--- src/rtl/dfifo_pkg.sv ---
package dfifo_pkg;

    localparam int LVL_FLD_W = 7;
    localparam int IRQ_W     = 7;

    typedef enum logic [1:0] {
        REG_CTL   = 2'd0,
        REG_MASK  = 2'd1,
        REG_PEND  = 2'd2,
        REG_TRAIL = 2'd3
    } reg_sel_e;

    // bit 0 is tx_ae (last member is the LSB)
    typedef struct packed {
        logic trail;
        logic rx_ovr;
        logic rx_und;
        logic tx_ovr;
        logic tx_und;
        logic rx_af;
        logic tx_ae;
    } irq_vec_t;

    typedef struct packed {
        logic [LVL_FLD_W-1:0] tx_trig;
        logic [LVL_FLD_W-1:0] rx_trig;
        logic                 tx_en;
        logic                 rx_en;
    } ctl_t;

    function automatic ctl_t ctl_from_word(input logic [31:0] w);
        ctl_t c;
        c.rx_en   = w[0];
        c.tx_en   = w[1];
        c.rx_trig = w[10:4];
        c.tx_trig = w[22:16];
        return c;
    endfunction

    function automatic logic [31:0] pack_status(
        input logic [LVL_FLD_W-1:0] tx_lvl,
        input logic                 tx_full,
        input logic                 tx_empty,
        input logic [LVL_FLD_W-1:0] rx_lvl,
        input logic                 rx_full,
        input logic                 rx_empty
    );
        logic [31:0] w;
        w        = '0;
        w[6:0]   = tx_lvl;
        w[7]     = tx_full;
        w[8]     = tx_empty;
        w[22:16] = rx_lvl;
        w[23]    = rx_full;
        w[24]    = rx_empty;
        return w;
    endfunction

endpackage

--- src/rtl/byte_fifo.sv ---
module byte_fifo #(
    parameter int DEPTH = 64,
    parameter int DW    = 8,
    localparam int AW   = (DEPTH > 1) ? $clog2(DEPTH) : 1,
    localparam int LVLW = $clog2(DEPTH + 1)
) (
    input  logic            clk,
    input  logic            rst,
    input  logic            en,
    input  logic            push,
    input  logic [DW-1:0]   wdata,
    input  logic            pop,
    output logic [DW-1:0]   rdata,
    output logic [LVLW-1:0] level,
    output logic            full,
    output logic            empty,
    output logic            overrun,
    output logic            underrun
);
    logic [DW-1:0]   mem [DEPTH];
    logic [AW-1:0]   wr_ptr, rd_ptr;
    logic [LVLW-1:0] count;
    logic            do_push, do_pop;

    function automatic logic [AW-1:0] ptr_inc(input logic [AW-1:0] p);
        return (p == AW'(DEPTH - 1)) ? '0 : p + AW'(1);
    endfunction

    assign full     = (count == LVLW'(DEPTH));
    assign empty    = (count == '0);
    assign do_push  = en && push && !full;
    assign do_pop   = en && pop && !empty;
    assign overrun  = en && push && full;
    assign underrun = en && pop && empty;
    assign rdata    = (en && !empty) ? mem[rd_ptr] : '0;
    assign level    = count;

    always_ff @(posedge clk) begin
        if (rst || !en) begin
            wr_ptr <= '0;
            rd_ptr <= '0;
            count  <= '0;
        end else begin
            if (do_push) wr_ptr <= ptr_inc(wr_ptr);
            if (do_pop)  rd_ptr <= ptr_inc(rd_ptr);
            case ({do_push, do_pop})
                2'b10:   count <= count + LVLW'(1);
                2'b01:   count <= count - LVLW'(1);
                default: count <= count;
            endcase
        end
    end

    always_ff @(posedge clk) begin
        if (do_push) mem[wr_ptr] <= wdata;
    end

endmodule

--- src/rtl/trail_timer.sv ---
module trail_timer #(
    parameter int CW = 4
) (
    input  logic          clk,
    input  logic          rst,
    input  logic          arm,
    input  logic          activity,
    input  logic [CW-1:0] limit,
    output logic          fire
);
    logic [CW-1:0] cnt;

    assign fire = arm && !activity && (cnt == limit);

    always_ff @(posedge clk) begin
        if (rst || !arm || activity) begin
            cnt <= '0;
        end else if (cnt != limit) begin
            cnt <= cnt + CW'(1);
        end
    end

endmodule

--- src/rtl/dual_fifo_irq.sv ---
module dual_fifo_irq
    import dfifo_pkg::*;
#(
    parameter int DEPTH   = 64,
    parameter int TRAIL_W = 4
) (
    input  logic             clk,
    input  logic             rst,
    input  logic             reg_we,
    input  logic [1:0]       reg_sel,
    input  logic [31:0]      reg_wdata,
    input  logic             host_tx_push,
    input  logic [7:0]       host_tx_data,
    input  logic             host_rx_pop,
    output logic [7:0]       host_rx_data,
    input  logic             eng_tx_pop,
    output logic [7:0]       eng_tx_data,
    input  logic             eng_rx_push,
    input  logic [7:0]       eng_rx_data,
    output logic [31:0]      fifo_stat,
    output logic [IRQ_W-1:0] irq_stat,
    output logic             irq
);
    localparam int LVLW = $clog2(DEPTH + 1);

    ctl_t               ctl_q;
    irq_vec_t           mask_q, pend_q, evt;
    logic [TRAIL_W-1:0] trail_lim_q;
    logic [IRQ_W-1:0]   w1c;
    logic               unused_wdata;

    logic [LVLW-1:0]      tx_level, rx_level;
    logic [LVL_FLD_W-1:0] tx_lvl7, rx_lvl7;
    logic tx_full, tx_empty, tx_ovr, tx_und;
    logic rx_full, rx_empty, rx_ovr, rx_und;
    logic trail_arm, trail_fire;

    assign unused_wdata = ^reg_wdata;

    always_ff @(posedge clk) begin
        if (rst) begin
            ctl_q       <= '0;
            mask_q      <= '0;
            trail_lim_q <= '0;
        end else if (reg_we) begin
            case (reg_sel_e'(reg_sel))
                REG_CTL:   ctl_q       <= ctl_from_word(reg_wdata);
                REG_MASK:  mask_q      <= irq_vec_t'(reg_wdata[IRQ_W-1:0]);
                REG_TRAIL: trail_lim_q <= reg_wdata[TRAIL_W-1:0];
                default:   ;
            endcase
        end
    end

    byte_fifo #(.DEPTH(DEPTH), .DW(8)) tx_fifo_i (
        .clk(clk), .rst(rst), .en(ctl_q.tx_en),
        .push(host_tx_push), .wdata(host_tx_data),
        .pop(eng_tx_pop), .rdata(eng_tx_data),
        .level(tx_level), .full(tx_full), .empty(tx_empty),
        .overrun(tx_ovr), .underrun(tx_und)
    );

    byte_fifo #(.DEPTH(DEPTH), .DW(8)) rx_fifo_i (
        .clk(clk), .rst(rst), .en(ctl_q.rx_en),
        .push(eng_rx_push), .wdata(eng_rx_data),
        .pop(host_rx_pop), .rdata(host_rx_data),
        .level(rx_level), .full(rx_full), .empty(rx_empty),
        .overrun(rx_ovr), .underrun(rx_und)
    );

    // level fields are 7 bits wide; DEPTH is expected to stay below 128
    assign tx_lvl7 = LVL_FLD_W'(tx_level);
    assign rx_lvl7 = LVL_FLD_W'(rx_level);

    assign trail_arm = ctl_q.rx_en && (rx_lvl7 != '0) && (rx_lvl7 < ctl_q.rx_trig);

    trail_timer #(.CW(TRAIL_W)) trail_i (
        .clk(clk), .rst(rst), .arm(trail_arm),
        .activity(eng_rx_push || host_rx_pop),
        .limit(trail_lim_q), .fire(trail_fire)
    );

    always_comb begin
        evt        = '0;
        evt.tx_ae  = ctl_q.tx_en && (tx_lvl7 <= ctl_q.tx_trig);
        evt.rx_af  = ctl_q.rx_en && (rx_lvl7 >= ctl_q.rx_trig);
        evt.tx_und = tx_und;
        evt.tx_ovr = tx_ovr;
        evt.rx_und = rx_und;
        evt.rx_ovr = rx_ovr;
        evt.trail  = trail_fire;
    end

    assign w1c = (reg_we && reg_sel_e'(reg_sel) == REG_PEND) ? reg_wdata[IRQ_W-1:0] : '0;

    always_ff @(posedge clk) begin
        if (rst) pend_q <= '0;
        else     pend_q <= irq_vec_t'((pend_q & ~w1c) | evt);
    end

    assign fifo_stat = pack_status(tx_lvl7, tx_full, tx_empty, rx_lvl7, rx_full, rx_empty);
    assign irq_stat  = pend_q;
    assign irq       = |(pend_q & mask_q);

endmodule

--- config.mk ---
export PLATFORM = sky130hd
export DESIGN_NAME = dual_fifo_irq
export DESIGN_NICKNAME = d
export VERILOG_FILES = /design/src/rtl/dfifo_pkg.sv /design/src/rtl/byte_fifo.sv /design/src/rtl/trail_timer.sv /design/src/rtl/dual_fifo_irq.sv
export SDC_FILE = /design/constraint.sdc
export NUM_CORES = 1
export LEC_CHECK = 0
export BUFFER_PORTS_ARGS = -buffer_cell sky130_fd_sc_hd__buf_4
export CORE_MARGIN = 1
export CORE_UTILIZATION = 50
export CTS_BUF_LIST = sky130_fd_sc_hd__clkbuf_16
export DETAILED_ROUTE_END_ITERATION = 10
export PLACE_DENSITY = 0.69
export RECOVER_POWER = 50
export SLEW_MARGIN = 40
export SYNTH_ARGS = -nofsm -noshare
export SYNTH_HDL_FRONTEND = slang
export SYNTH_SLANG_ARGS = --single-unit
--- constraint.sdc ---
create_clock -name clk -period 4.5 [get_ports clk]
set_input_delay 0.675 -clock clk [delete_from_list [all_inputs] [get_ports clk]]
set_output_delay 0.675 -clock clk [all_outputs]
set_load 0.01 [all_outputs]
==> flow_metrics.tcl <==
set metrics [dict create \
    outcome "finished with violations" \
    violations "max-capacitance violations, max-slew violations" \
    cpMaxStageDelayCell "dfxtp_4" \
    tns_ns 0 \
    cts_buffer_depth 3 \
    muxShareOfSynthArea_pct 14.96 \
    cp.arrival_ns 3.54 \
    grt_pass1_vias 23100 \
    n_fill_cell 6519 \
    relSlewSlack_pct -110.0 \
    ys_seq_elements 1112 \
    dp_hpwl_mm 58.87 \
    crit_path_max_incr_delay_ns 0.69 \
    r2r-end "tx_fifo_i.mem[38][5]$_DFFE_PP_" \
    cap_violations 16 \
    dieHeight_um 300.3 \
    grt_pass1_wl_mm 144.0 \
    dp.cells 3554 \
    layout.cells.non_filler 3753 \
    path_buf_inv 2 \
    leakage_nw 15.19 \
    dr.pass1.iters 7 \
    io_buffers 84 \
    syn_inst 2405 \
    initial_core_util_pct 50.44 \
    synth-simple-area-share_pct 5.277 \
    path_depth 6 \
    grt_overflow 0 \
    dpl-instance-area_mm2 0.04619 \
    layout.nets 2579 \
    clk_pin_slew_ns 0.06 \
    num_vias 22920 \
    ir_drop_mv 0.2885 \
    wl_per_cell_um 25.59 \
    finalHoldViolCount 0 \
    worstSetupStartpointType "flop" \
    reg2reg_from "tx_fifo_i.level[2]$_SDFFE_PP0P_" \
    drive_gt1_share_pct 21.41 \
    path_class "flop to output pin" \
    dp_slack_ns 0.8933 \
    postCtsSetupBuffers 0 \
    fp.dieW_um 300.3 \
    drt_first_iter_violations 2869 \
    yosysWarningCount 0 \
    antenna_found_initial 0 \
    clk_latency_ns 0.67 \
    netlist_area_mm2 0.04450 \
    end_kind "output pin" \
    cts_num_sinks 1112 \
    viasPerCell 6.107 \
    syn_to_final_growth_pct 11.58 \
    rsz0062_at_grt "false" \
    cts_made_buffers 108 \
    setup_viol 0 \
    cts_tree "yes" \
    reg2reg_slack_ns 0.33 \
    worstPathRequired_ns 3.83 \
    final_area_mm2 0.04966 \
    wl_mm 96.05 \
    syn_area_per_cell_um2 18.50 \
    fin_crit_sh_pct 93.70 \
    synth_edf_count 1024 \
    cp_cell_sequence "buf_12, mux4_1, mux4_2, a21oi_1, o21ai_0, buf_4" \
    diodes 0 \
    drc 0 \
    synthFlopType "edfxtp_1" \
    grt_usage_pct 21.49 \
    synth_compound_area_share_pct 3.526 \
    worst_pin_slew_ns 3.151 \
    h-tree-depth 3 \
    worstRegToRegCells 4 \
    grt_max_degree 65 \
    maxSlewViolCount 1040 \
    cts_hold_buf 0 \
    fin_ws_ns 0.2833 \
    synth_fa_ha_area_share_pct 0.6466 \
    ys_types 80 \
    final_util_pct 56.28 \
    path_max_fanout 24 \
    cts_resized 0 \
    dieArea_mm2 0.09020 \
    synthArstFlopShare_pct 0 \
    cts-root-buf "clkbuf_16" \
    synth_xor_area_share_pct 0.4526 \
    pin_count 113 \
    core_area_mm2 0.08824 \
    hold_class "input pin to flop" \
    antenna_left 0 \
    gp_congestion 0.8451 \
    synth_top_family_by_area "multiplexers" \
    num_rows 109 \
    fin_crit_ns 4.217 \
    power.density_mw_per_mm2 413.1 \
    fmax_mhz 237.2 \
    synth_seq_area_share_pct 73.05 \
    fin_skew_ns 0.02164 \
    endpoint "eng_tx_data[2]" \
    path_delay_family "multiplexers" \
]
==> worst reg2reg max path, stage by stage (launching register included) <==
cell and delay, ns:
dfxtp_1 0.73, nor4_1 0.23, a31oi_1 0.87, nand3_1 0.99
nor2_1 0.98
==> through the flow <==
step	hold WS, ns	power (mW)
after global routing	0.2391	21.05
after CTS	0.2226	20.64
final	0.2569	20.52
after detailed placement	0.4515	11.77
after global placement	0.4534	11.75
after floorplan	0.4363	11.58
==> placed cells by master (no fill, tap or decap), types with 13 or more instances in the layout <==
master and instances:
a211oi_1 13, a21oi_1 51, a22oi_1 13, buf_4 82
clkbuf_1 31, clkbuf_16 113, clkinv_1 20, clkinv_2 23
conb_1 14, dfxtp_1 81, edfxtp_1 1024, ha_1 23
inv_1 43, mux2i_1 69, mux4_1 15, mux4_2 244
nand2_1 110, nand2b_1 14, nand3_1 36, nor2_1 194
nor2_2 19, nor2b_1 18, nor3_1 21, o21ai_0 15
o22ai_1 68, xor2_1 19
==> routing by layer <==
metal | global-route usage, % | wire length [um] | vias up
met5 | 0 | 0 | -
met4 | 6.450 | 2319 | 0
met3 | 4.928 | 8480 | 152
met2 | 33.41 | 45550 | 1009
met1 | 30.50 | 39700 | 11860
li1 | - | - | 9904
==> how the worst min path moves through the flow <==
| stage | to | depth (start not counted) | slack (ns) | from |
|---|---|---|---|---|
| after floorplan | ctl_q[10]$_SDFFE_PP0P_ | 2 | 0.44 | ctl_q[10]$_SDFFE_PP0P_ |
| after global placement | ctl_q[4]$_SDFFE_PP0P_ | 2 | 0.45 | ctl_q[4]$_SDFFE_PP0P_ |
| after detailed placement | ctl_q[15]$_SDFFE_PP0P_ | 2 | 0.45 | ctl_q[15]$_SDFFE_PP0P_ |
| after CTS | ctl_q[8]$_SDFFE_PP0P_ | 3 | 0.22 | reg_wdata[10] |
| after global routing | ctl_q[15]$_SDFFE_PP0P_ | 3 | 0.24 | reg_wdata[22] |
| final | ctl_q[8]$_SDFFE_PP0P_ | 3 | 0.26 | reg_wdata[10] |
==> registers in the layout, summed over array words and instances (netlist names), named ones only <==
| register | count |
|---|---|
| trail_lim_q | 4 |
| ctl_q | 16 |
| mask_q | 7 |
| trail_i.cnt | 4 |
| rx_fifo_i.wr_ptr | 6 |
| rx_fifo_i.rd_ptr | 6 |
| rx_fifo_i.mem | 512 |
| tx_fifo_i.rd_ptr | 6 |
| irq_stat | 7 |
| tx_fifo_i.level | 7 |
| tx_fifo_i.wr_ptr | 6 |
| tx_fifo_i.mem | 512 |
| rx_fifo_i.level | 7 |
==> cells in the mapped netlist, types with 7 or more instances <==
master | number | share of area, %
nand3_1 | 38 | 0.43
nand2_1 | 110 | 0.93
clkbuf_1 | 52 | 0.44
mux2i_1 | 69 | 1.6
nand3b_1 | 11 | 0.19
nor3_1 | 20 | 0.22
ha_1 | 23 | 0.65
a22oi_1 | 13 | 0.22
nor2_1 | 213 | 1.8
mux2_2 | 7 | 0.18
o21ai_0 | 16 | 0.18
mux4_1 | 15 | 0.89
nand2b_1 | 15 | 0.21
or3b_2 | 8 | 0.16
mux4_2 | 244 | 12
a21oi_1 | 51 | 0.57
buf_1 | 17 | 0.14
nor2b_1 | 18 | 0.25
o22ai_1 | 68 | 0.96
buf_4 | 33 | 0.56
a21o_1 | 7 | 0.12
nor4_1 | 10 | 0.14
a31oi_1 | 10 | 0.14
xor2_1 | 19 | 0.37
inv_1 | 26 | 0.22
dfxtp_1 | 88 | 4.0
or3_1 | 11 | 0.15
buf_2 | 33 | 0.37
a211oi_1 | 13 | 0.22
nand4_1 | 11 | 0.15
edfxtp_1 | 1024 | 69
==> report_power, final <==
part / switching [mW] / internal [mW] / total (mW)
combinational: 0.208 / 0.0422 / 0.250
clock: 3.79 / 5.16 / 8.96
sequential: 0.00743 / 11.3 / 11.3
total: 4.01 / 16.5 / 20.5
==> final cells by class <==
class | instances | area, um2 | share of cell area, %
inverter | 27 | 101.3 | 0.2041
multi-input combinational | 1131 | 11180 | 22.51
timing repair buffer | 119 | 852.1 | 1.716
clock buffer | 113 | 2828 | 5.694
tap | 1165 | 1458 | 2.935
sequential | 1112 | 32530 | 65.51
clock inverter | 86 | 711.9 | 1.434
==> cell families after synthesis <==
group                    count (synthesis)
flip-flops                            1112
AND/OR/NAND/NOR                        502
multiplexers                           335
AO/OA/AOI/OAI                          234
buffers and inverters                  175
adder cells (fa/ha/maj)                 23
XOR/XNOR                                23
other                                    1
Power figures use the tool's default switching activity.
